## src/rtl/rxr_pkg.sv

```systemverilog
package rxr_pkg;
  typedef enum logic [2:0] {
    RX_IDLE,
    RX_START,
    RX_DATA,
    RX_PAR,
    RX_STOP
  } rx_phase_e;
endpackage

```

## src/rtl/rxr_bit_engine.sv

```systemverilog
module rxr_bit_engine #(
  parameter int OSR_NORM = 16,
  parameter int OSR_DBL  = 8,
  parameter int DW       = 8
) (
  input  logic          clk,
  input  logic          rst,
  input  logic          en,
  input  logic          tick,
  input  logic          rxd,
  input  logic          dbl,
  input  logic [1:0]    par_mode,
  output logic          push,
  output logic [DW-1:0] data_o,
  output logic          perr_o,
  output logic          ferr_o
);
  import rxr_pkg::*;

  localparam int CW = $clog2(OSR_NORM + 1);
  localparam int BW = $clog2(DW + 1);

  rx_phase_e     phase;
  logic [CW-1:0] cnt, cnt_nxt, nsamp, vpos;
  logic          s0, s1, maj, at_vote;
  logic [DW-1:0] shreg;
  logic [BW-1:0] bidx;
  logic          dbl_q, pen_q, podd_q, pbit;

  always_comb begin
    nsamp   = dbl_q ? CW'(OSR_DBL) : CW'(OSR_NORM);
    vpos    = nsamp >> 1;
    cnt_nxt = (cnt == nsamp) ? CW'(1) : cnt + CW'(1);
    maj     = (s0 & s1) | (s0 & rxd) | (s1 & rxd);
    at_vote = tick && (phase != RX_IDLE) && (cnt_nxt == vpos + CW'(2));
  end

  always_ff @(posedge clk) begin
    if (rst || !en) begin
      phase  <= RX_IDLE;
      cnt    <= '0;
      push   <= 1'b0;
      bidx   <= '0;
      dbl_q  <= 1'b0;
      pen_q  <= 1'b0;
      podd_q <= 1'b0;
      pbit   <= 1'b0;
      s0     <= 1'b1;
      s1     <= 1'b1;
      shreg  <= '0;
      data_o <= '0;
      perr_o <= 1'b0;
      ferr_o <= 1'b0;
    end else begin
      push <= 1'b0;
      if (tick) begin
        if (phase == RX_IDLE) begin
          if (!rxd) begin
            phase  <= RX_START;
            cnt    <= CW'(1);
            dbl_q  <= dbl;
            pen_q  <= par_mode[1];
            podd_q <= par_mode[0];
          end
        end else begin
          cnt <= cnt_nxt;
          if (cnt_nxt == vpos)           s0 <= rxd;
          if (cnt_nxt == vpos + CW'(1))  s1 <= rxd;
          if (at_vote) begin
            case (phase)
              RX_START: begin
                if (maj) begin
                  phase <= RX_IDLE;
                  cnt   <= '0;
                end else begin
                  phase <= RX_DATA;
                  bidx  <= '0;
                end
              end
              RX_DATA: begin
                shreg <= {maj, shreg[DW-1:1]};
                bidx  <= bidx + BW'(1);
                if (bidx == BW'(DW - 1)) phase <= pen_q ? RX_PAR : RX_STOP;
              end
              RX_PAR: begin
                pbit  <= maj;
                phase <= RX_STOP;
              end
              RX_STOP: begin
                push   <= 1'b1;
                data_o <= shreg;
                perr_o <= pen_q && ((^shreg ^ pbit) != podd_q);
                ferr_o <= !maj;
                phase  <= RX_IDLE;
                cnt    <= '0;
              end
              default: phase <= RX_IDLE;
            endcase
          end
        end
      end
    end
  end

  // the counter rests at zero while the line is idle
  a_r2_idle_count_zero: assert property (@(posedge clk) disable iff (rst)
    (phase == RX_IDLE) |-> (cnt == '0));

  // in 8x mode the count never passes the shorter bit period
  a_r1_dbl_count_bound: assert property (@(posedge clk) disable iff (rst)
    (phase != RX_IDLE && dbl_q) |-> (cnt <= CW'(OSR_DBL)));

  // a high start vote returns the receiver to idle
  a_r4_glitch_to_idle: assert property (@(posedge clk) disable iff (rst)
    (en && at_vote && phase == RX_START && maj) |=> (phase == RX_IDLE));

  // disabling aborts the frame and stores nothing
  a_r9_abort_frame: assert property (@(posedge clk) disable iff (rst)
    (!en) |=> (phase == RX_IDLE && !push));
endmodule

```

## src/rtl/rxr_char_buf.sv

```systemverilog
module rxr_char_buf #(
  parameter int DEPTH = 2,
  parameter int W     = 10
) (
  input  logic         clk,
  input  logic         rst,
  input  logic         flush,
  input  logic         push,
  input  logic [W-1:0] wdata,
  input  logic         pop,
  output logic [W-1:0] head,
  output logic         not_empty
);
  localparam int AW   = (DEPTH > 1) ? $clog2(DEPTH) : 1;
  localparam int CNTW = $clog2(DEPTH + 1);

  logic [W-1:0]    mem [DEPTH];
  logic [AW-1:0]   rptr, wptr;
  logic [CNTW-1:0] count;
  logic            wr_ok, rd_ok;

  function automatic logic [AW-1:0] ptr_inc(input logic [AW-1:0] p);
    return (p == AW'(DEPTH - 1)) ? '0 : p + AW'(1);
  endfunction

  assign wr_ok     = push && !flush && (count != CNTW'(DEPTH));
  assign rd_ok     = pop && !flush && (count != '0);
  assign head      = mem[rptr];
  assign not_empty = (count != '0);

  always_ff @(posedge clk) begin
    if (rst || flush) begin
      rptr  <= '0;
      wptr  <= '0;
      count <= '0;
    end else begin
      if (wr_ok) wptr <= ptr_inc(wptr);
      if (rd_ok) rptr <= ptr_inc(rptr);
      case ({wr_ok, rd_ok})
        2'b10:   count <= count + CNTW'(1);
        2'b01:   count <= count - CNTW'(1);
        default: count <= count;
      endcase
    end
  end

  always_ff @(posedge clk) begin
    if (wr_ok) mem[wptr] <= wdata;
  end

  // never more than DEPTH characters held
  a_r8_count_bound: assert property (@(posedge clk) disable iff (rst)
    count <= CNTW'(DEPTH));

  // a character arriving on a full buffer is dropped
  a_r8_full_drops: assert property (@(posedge clk) disable iff (rst)
    (push && !pop && !flush && count == CNTW'(DEPTH)) |=> (count == CNTW'(DEPTH)));

  // reading an empty buffer changes nothing
  a_r8_empty_pop_ignored: assert property (@(posedge clk) disable iff (rst)
    (pop && !push && !flush && count == '0) |=> (count == '0));

  // a flush leaves the buffer empty
  a_r9_flush_empties: assert property (@(posedge clk) disable iff (rst)
    flush |=> (count == '0));
endmodule

```

## src/rtl/uart_rx_recover.sv

```systemverilog
module uart_rx_recover #(
  parameter int OSR_NORM = 16,
  parameter int OSR_DBL  = 8,
  parameter int DW       = 8,
  parameter int DEPTH    = 2
) (
  input  logic          clk,
  input  logic          rst,
  input  logic          rx_en,
  input  logic          rxd,
  input  logic          sample_tick,
  input  logic          dbl_speed,
  input  logic [1:0]    par_mode,
  input  logic          rd_stb,
  output logic [DW-1:0] rd_data,
  output logic          rx_full,
  output logic          par_err,
  output logic          frm_err,
  output logic          pin_override
);
  localparam int EW = DW + 2;

  logic          eng_push, eng_perr, eng_ferr;
  logic [DW-1:0] eng_data;
  logic [EW-1:0] head;

  rxr_bit_engine #(.OSR_NORM(OSR_NORM), .OSR_DBL(OSR_DBL), .DW(DW)) u_eng (
    .clk      (clk),
    .rst      (rst),
    .en       (rx_en),
    .tick     (sample_tick),
    .rxd      (rxd),
    .dbl      (dbl_speed),
    .par_mode (par_mode),
    .push     (eng_push),
    .data_o   (eng_data),
    .perr_o   (eng_perr),
    .ferr_o   (eng_ferr)
  );

  rxr_char_buf #(.DEPTH(DEPTH), .W(EW)) u_buf (
    .clk       (clk),
    .rst       (rst),
    .flush     (!rx_en),
    .push      (eng_push),
    .wdata     ({eng_perr, eng_ferr, eng_data}),
    .pop       (rd_stb),
    .head      (head),
    .not_empty (rx_full)
  );

  assign rd_data = head[DW-1:0];
  assign frm_err = head[DW];
  assign par_err = head[DW+1];

  always_ff @(posedge clk) begin
    if (rst) pin_override <= 1'b0;
    else     pin_override <= rx_en;
  end

  // the line claim drops once the receiver is disabled
  a_r10_release_line: assert property (@(posedge clk) disable iff (rst)
    (!rx_en) |=> (!pin_override));

  // head character and its flags hold until read
  a_r6_head_stable: assert property (@(posedge clk) disable iff (rst)
    (rx_full && !rd_stb && rx_en) |=>
      ($stable(rd_data) && $stable(par_err) && $stable(frm_err)));
endmodule

```

## config.mk

```make
export PLATFORM = sky130hd
export DESIGN_NAME = uart_rx_recover
export DESIGN_NICKNAME = d
export VERILOG_FILES = /design/src/rtl/rxr_pkg.sv /design/src/rtl/rxr_bit_engine.sv /design/src/rtl/rxr_char_buf.sv /design/src/rtl/uart_rx_recover.sv
export SDC_FILE = /design/constraint.sdc
export NUM_CORES = 1
export LEC_CHECK = 0
export BUFFER_PORTS_ARGS = -buffer_cell sky130_fd_sc_hd__buf_2
export CORE_ASPECT_RATIO = 0.9
export CORE_MARGIN = 8
export CORE_UTILIZATION = 42
export DETAILED_ROUTE_END_ITERATION = 6
export HOLD_SLACK_MARGIN = 0.06
export SYNTH_ARGS = -nofsm -noshare
export SYNTH_HDL_FRONTEND = slang
export SYNTH_SLANG_ARGS = --single-unit
export TNS_END_PERCENT = 30
```

## constraint.sdc

```tcl
create_clock -name clk -period 2.74 [get_ports clk]
set_clock_uncertainty 0.1 [all_clocks]
set_input_delay 0.685 -clock clk [delete_from_list [all_inputs] [get_ports clk]]
set_output_delay 0.685 -clock clk [all_outputs]
set_load 0.02 [all_outputs]
```

# Word level (Yosys, flattened, before mapping)
# Memories as Yosys holds them, arrays and structs flattened. A register that Yosys moved wholly into a read port is not among the register bits.
# Cells that the tools add are included.
# classes
n_addsub,8
eq_ne,16
muxes,24
bitwise_logic,10
n_reduce_logical,27
# ops
cell,n
2-to-1 mux 5 bit,6
AND reduction 4 bit,4
== test 5 bit,3
2-to-1 mux 3 bit,5
one-hot mux 5 bit (2 select lines),1
one-hot mux 3 bit (3 select lines),1
AND reduction 3 bit,3
one-hot mux 4 bit (2 select lines),1
nonzero test 2 bit,4
XOR reduction 8 bit,1
logical AND 1 bit,7
2-to-1 mux 1 bit,7
"== test 3 x 2 -> 1 bit, second input constant",2
"inequality test 2 bit, second input constant",3
"adder 4 x 1 -> 5 bit, second input constant",1
"adder 4 x 2 -> 5 bit, second input constant",1
"adder 5 x 1 -> 5 bit, second input constant",1
== test 5 x 4 -> 1 bit,1
AND reduction 5 bit,1
"adder 4 x 1 -> 4 bit, second input constant",1
"== test 4 x 3 -> 1 bit, second input constant",1
2-to-1 mux 4 bit,1
inverter 1 bit,4
one-hot mux 2 bit (2 select lines),1
other kinds (19),24
# word_totals
reg_bits,42
mem_bits_rw,20
in_bits,9
out_inout_bits,12
wordCells,104
memories,1
# mem_list
memory,words,word_bits,read_ports,rd_ports_with_merged_regs,write_ports,line_no,source
u_buf.mem,2,10,1,1,1,rxr_char_buf.sv:17,logic [W-1:0] mem [DEPTH];

# Logic depth before layout (Yosys ltp)
# depth
depth_word,7
mapped_depth,9
depth_no_buf,8

# Cells and area by module
# From an unflattened synthesis, not the netlist that was laid out.
# unflattened
cells_unflattened,300
hier_area_um2,3080.5
# modules_own_cells
module,n_inst,cells_each,area_per_inst_um2,seq_area_each_um2
rxr_bit_engine,1,239,2094.5,740.7
rxr_char_buf,1,58,948.4,700.7
uart_rx_recover,1,3,37.5,20.0

# Worst setup path after synthesis
# Ideal clock, no wire load.
# synth_timing
path_kind,register to register
from,reg u_eng.cnt[0]
to,reg u_eng.phase[1]
setup_time_ns,0.117
t_arrival_ns,1.837
required_ns,2.523
setup_slack_ns,0.686
stages_incl_launch_ff,8
path_buffers,1
synth_period_minus_slack_ns,2.054
path_cell_list,dfxtp_1 ha_1 nor4b_1 o32ai_2 nor3_2 buf_6 or2_0 a32o_1
# synth_via
elab_chain_cells,6
elab_cells_between_ends,7
cone_classes,1 x add/sub; 2 x eq/ne; 1 x mux; 3 x reduce/logical
# synth_lines
element,line_no,source
"start, declared",rxr_bit_engine.sv:24,"logic [CW-1:0] cnt, cnt_nxt, nsamp, vpos;"
"start signal, assigned",rxr_bit_engine.sv:66,cnt <= cnt_nxt;
adder 5 x 1 -> 5 bit / == test 5 bit (equally long branches),rxr_bit_engine.sv:33,cnt_nxt = (cnt == nsamp) ? CW'(1) : cnt + CW'(1);
2-to-1 mux 5 bit *,rxr_bit_engine.sv:33,
== test 5 bit *,rxr_bit_engine.sv:35,at_vote = tick && (phase != RX_IDLE) && (cnt_nxt == vpos + CW'(2));
logical AND 1 bit *,rxr_bit_engine.sv:35,
nonzero test 2 bit (no line) *,--,
AND reduction 4 bit (no line) *,--,
"end signal, assigned",rxr_bit_engine.sv:83,if (bidx == BW'(DW - 1)) phase <= pen_q ? RX_PAR : RX_STOP;
"end, declared",rxr_bit_engine.sv:23,rx_phase_e phase;
# Mark *: on every way between the ends. The rest lies on a longest branch, timed or not.
# A chain may end at the register's enable or synchronous reset.

==> impl_summary.txt <==
----------------------------------------------------
[Outcome]
  Result of the run ... finished clean

[Critical path]
  Worst Setup Start Kind ... flop
  CP max stage delay ... slightly below 600 ps
  Slowest stage cell on the critical path ... sky130_fd_sc_hd__dfxtp_1
  Highest fanout seen on the critical path ... 10
  Req. time, crit path ... around 2000 ps
  Type of the worst setup path ... flop to output port
  Worst r2r src ... u_eng.cnt[0]
  Reg2reg end ... u_eng.phase[1]
  Reg-to-reg setup timing slack ... roughly 480 ps
  Count of buffer and inverter cells on the critical path ... 1
  Stages on worst setup path ... 2
  Largest delay share family, worst path ... flip-flops
  Critical Path AT ... around 1500 ps
  Type of element capturing the critical path ... output port
  Cell Chain, Critical Path ... mux2_2 -> buf_2
  Number of cells on the worst reg-to-reg path ... 8

[Detailed routing]
  Per-cell via count in the routed design ... about 4.9
  Number of iterations in the first detailed-routing pass ... 4
  Total DRC errors in the routed layout ... 0
  Total wire length ... slightly above 5000 um
  Routed length per placed instance ... around 13 um
  Via Count ... between 1500 and 2000
  1st-iter DRT viols ... 90
  Number of antenna-violating nets in the routed design ... 0

[Yosys]
  Area share of the leading cell type in the synthesized netlist ... 29.4%
  Total of flip-flops plus latches after synthesis ... 63
  Net count after synthesis ... about 280
  Synthesized area ... between 2000 and 3000 um2
  Post-synthesis async set-or-reset flop share ... 0%
  Number of instances in the synthesized netlist ... ~270
  Top area cells in the synthesized netlist ... sky130_fd_sc_hd__dfxtp_1 29%, sky130_fd_sc_hd__edfxtp_1 21%, sky130_fd_sc_hd__mux2i_1 6.8%
  Most instantiated flip-flop cell in the synthesis netlist ... sky130_fd_sc_hd__dfxtp_1
  Most frequent cell after synthesis ... sky130_fd_sc_hd__dfxtp_1
  Post-Synthesis Mean Instance Area ... about 11 um2
  Top post-synthesis cells by count ... 43 x sky130_fd_sc_hd__dfxtp_1, 34 x sky130_fd_sc_hd__nor2_1, 20 x sky130_fd_sc_hd__edfxtp_1, 20 x sky130_fd_sc_hd__mux2i_1, 16 x sky130_fd_sc_hd__nand2_1
  Count of yosys warnings during synthesis ... 0
  Count of flip-flops with a built-in enable after synthesis ... 20
  Sequential fraction of the synthesis area ... 50.0%
  Distinct cell type count after synthesis ... a little under 60
  Most area-hungry cell type in the Yosys netlist ... sky130_fd_sc_hd__dfxtp_1

[Hold path]
  Hold-critical path depth ... 0
  Hold path start ... u_eng.data_o[1]
  Hold Crit Class ... flop to flop
  Sink of the worst hold path ... u_buf.mem[1][1]

[Clocking]
  Number of buffers added to fix hold violations after cts ... 0
  Clock Latency Late Sink ... 330 ps
  Number of clock buffers inserted by TritonCTS ... 9
  Max clock buf depth ... 2
  Number of gates given a new drive strength after cts ... 0
  Post-CTS Setup Repair Bufs ... 0
  Clock sinks ... 63
  TritonCTS clock tree ... yes
  Number of H-tree branching levels ... 3
  CTS root buffer ... sky130_fd_sc_hd__clkbuf_8
  Clock input transition at the sequential cells of the worst setup and hold paths ... 70 ps

[Finish]
  Diodes inserted ... 0
  Synthesis-to-finish area growth ... 11.4%
  Post-layout net count ... between 300 and 400
  Share of layout cells above drive strength 1 ... roughly 24%
  Core occupancy in the finished layout ... 47.3%

[STA]
  Achievable Freq ... around 440 MHz
  Unrepaired setup endpoints after global routing ... false
  Period utilisation layout ... ~83%
  Number of setup violations in the final report ... 0
  Slew at the pin closest to its max-slew limit ... 548 ps
  Period minus WS final ... ~2300 ps
  Headroom to the max-slew limit ... between 60% and 70%
  Final hold violations ... 0
  Sum of negative setup slack ... 0 ps
  Number of slew-limit violations in the final report ... 0

[Power and ir drop]
  Cell area power density ... between 500 and 600 nW/um2
  Static Leak ... roughly 0.0012 uW
  Worst supply voltage drop on vdd ... around 0.37 mV

[Global routing]
  Largest net degree at the start of global routing ... 24
  Total track usage ... between 10 and 15%
  Global route total overflow ... 0
  Vias in the first global route ... around 1800
  Wire length of the first global-routing pass ... slightly below 9000 um
  Antenna violations before repair ... 0

[Placed design]
  HPWL after DPL ... 3480 um
  Total of buffers placed on input and output ports ... 20
  Global placement routability congestion ... approximately 0.81

[Die]
  Die outline width ... about 100 um
  IO Count ... 21
  Starting utilization of the core area ... 42.4%
  Die Area ... just under 10000 um2
  FP Rows ... 29
  Die Ht ... 95.2 um
  Area of the core ... about 7000 um2

[Flow run]
  Number of max-capacitance violations reported ... 0

----------------------------------------------------
[registers in the layout, indices dropped and copies added (netlist names), 2 cells and up, named ones only]
signal / flops
u_eng.bidx: 4
u_eng.cnt: 5
u_buf.count: 2
u_eng.data_o: 8
u_eng.shreg: 8
u_buf.mem: 20
u_eng.phase: 3
[cells in the final DEF (no fill, tap or decap), types with 2 or more instances in the layout]
cell type,instances
sky130_fd_sc_hd__a211oi_1,3
sky130_fd_sc_hd__a21oi_1,5
sky130_fd_sc_hd__a311oi_1,2
sky130_fd_sc_hd__a31oi_1,2
sky130_fd_sc_hd__buf_2,20
sky130_fd_sc_hd__buf_4,7
sky130_fd_sc_hd__clkbuf_8,9
sky130_fd_sc_hd__clkinv_2,3
sky130_fd_sc_hd__clkinvlp_4,2
sky130_fd_sc_hd__dfxtp_1,43
sky130_fd_sc_hd__edfxtp_1,20
sky130_fd_sc_hd__ha_1,6
sky130_fd_sc_hd__inv_1,10
sky130_fd_sc_hd__mux2_2,10
sky130_fd_sc_hd__mux2i_1,20
sky130_fd_sc_hd__nand2_1,16
sky130_fd_sc_hd__nand3_1,10
sky130_fd_sc_hd__nand3b_1,2
sky130_fd_sc_hd__nor2_1,34
sky130_fd_sc_hd__nor2b_1,2
sky130_fd_sc_hd__nor3_1,3
sky130_fd_sc_hd__nor3_2,3
sky130_fd_sc_hd__nor4b_1,3
sky130_fd_sc_hd__o21ai_0,10
sky130_fd_sc_hd__or2b_2,2
sky130_fd_sc_hd__xnor2_1,13
sky130_fd_sc_hd__xor2_1,4
[logic make-up after synthesis]
logic type	Yosys count	synth area share [%]
and+or+nand+nor	91	16.3
DFF	63	50.0
AOI/OAI and AO/OA	36	9.97
muxes	30	10.7
buffers and inverters	25	5.09
xor gates and xnor gates	17	5.09
adders and majority gates	7	2.91
[worst reg2reg max path, stage by stage (launching register included)]
cell and delay [ps]:
sky130_fd_sc_hd__dfxtp_1 360, sky130_fd_sc_hd__ha_1 300, sky130_fd_sc_hd__nand3_1 140, sky130_fd_sc_hd__a21oi_1 90
sky130_fd_sc_hd__o32ai_2 490, sky130_fd_sc_hd__nor3_2 90, sky130_fd_sc_hd__buf_4 190, sky130_fd_sc_hd__or2_0 210
sky130_fd_sc_hd__a32o_1 200
[final cells by class]
| type | instances | area, um2 |
|---|---|---|
| fill | 645 | 3640 |
| sequential | 63 | 1460 |
| multi-input combinational | 181 | 1320 |
| timing repair buffer | 27 | 153 |
| clock buffer | 9 | 124 |
| tap | 93 | 116 |
| clock inverter | 7 | 47.5 |
| inverter | 11 | 41.3 |
[metrics by stage]
| stage | area (um2) | hold WS, ps | setup WS (ps) | std cells | total power [uW] |
|---|---|---|---|---|---|
| global route | 3260 | 377 | 313 | 391 | 1790 |
| global placement | 3090 | 339 | 561 | 375 | 1040 |
| detailed placement | 3090 | 344 | 474 | 375 | 1040 |
| floorplan | 2930 | 325 | 686 | 269 | 1020 |
| finish | 3260 | 355 | 472 | 391 | 1700 |
| CTS | 3260 | 359 | 419 | 391 | 1740 |
[metal layers]
layer	track usage [%]	share of wire [%]	vias up
met1	13.0	51	896
li1	-	-	1003
met2	17.7	44	25
met5	0	0	-
met4	4.69	1.2	0
met3	5.07	3.9	6
[worst max path at each step]
| stage | endpoint | from | slack (ps) |
|---|---|---|---|
| final | par_err | flop | 470 |
| after floorplan | u_eng.phase[1] | u_eng.cnt[0] | 690 |
| after global routing | u_eng.phase[1] | u_eng.cnt[0] | 310 |
| after CTS | par_err | flop | 420 |
| after detailed placement | u_eng.phase[1] | u_eng.cnt[0] | 470 |
| after global placement | u_eng.phase[1] | u_eng.cnt[0] | 560 |
[power breakdown]
group          switching, uW  internal, uW
Clock                    360           327
Combinational           33.3          18.7
Sequential              3.90           959
Total                    397          1300
Power figures use the tool's default switching activity.
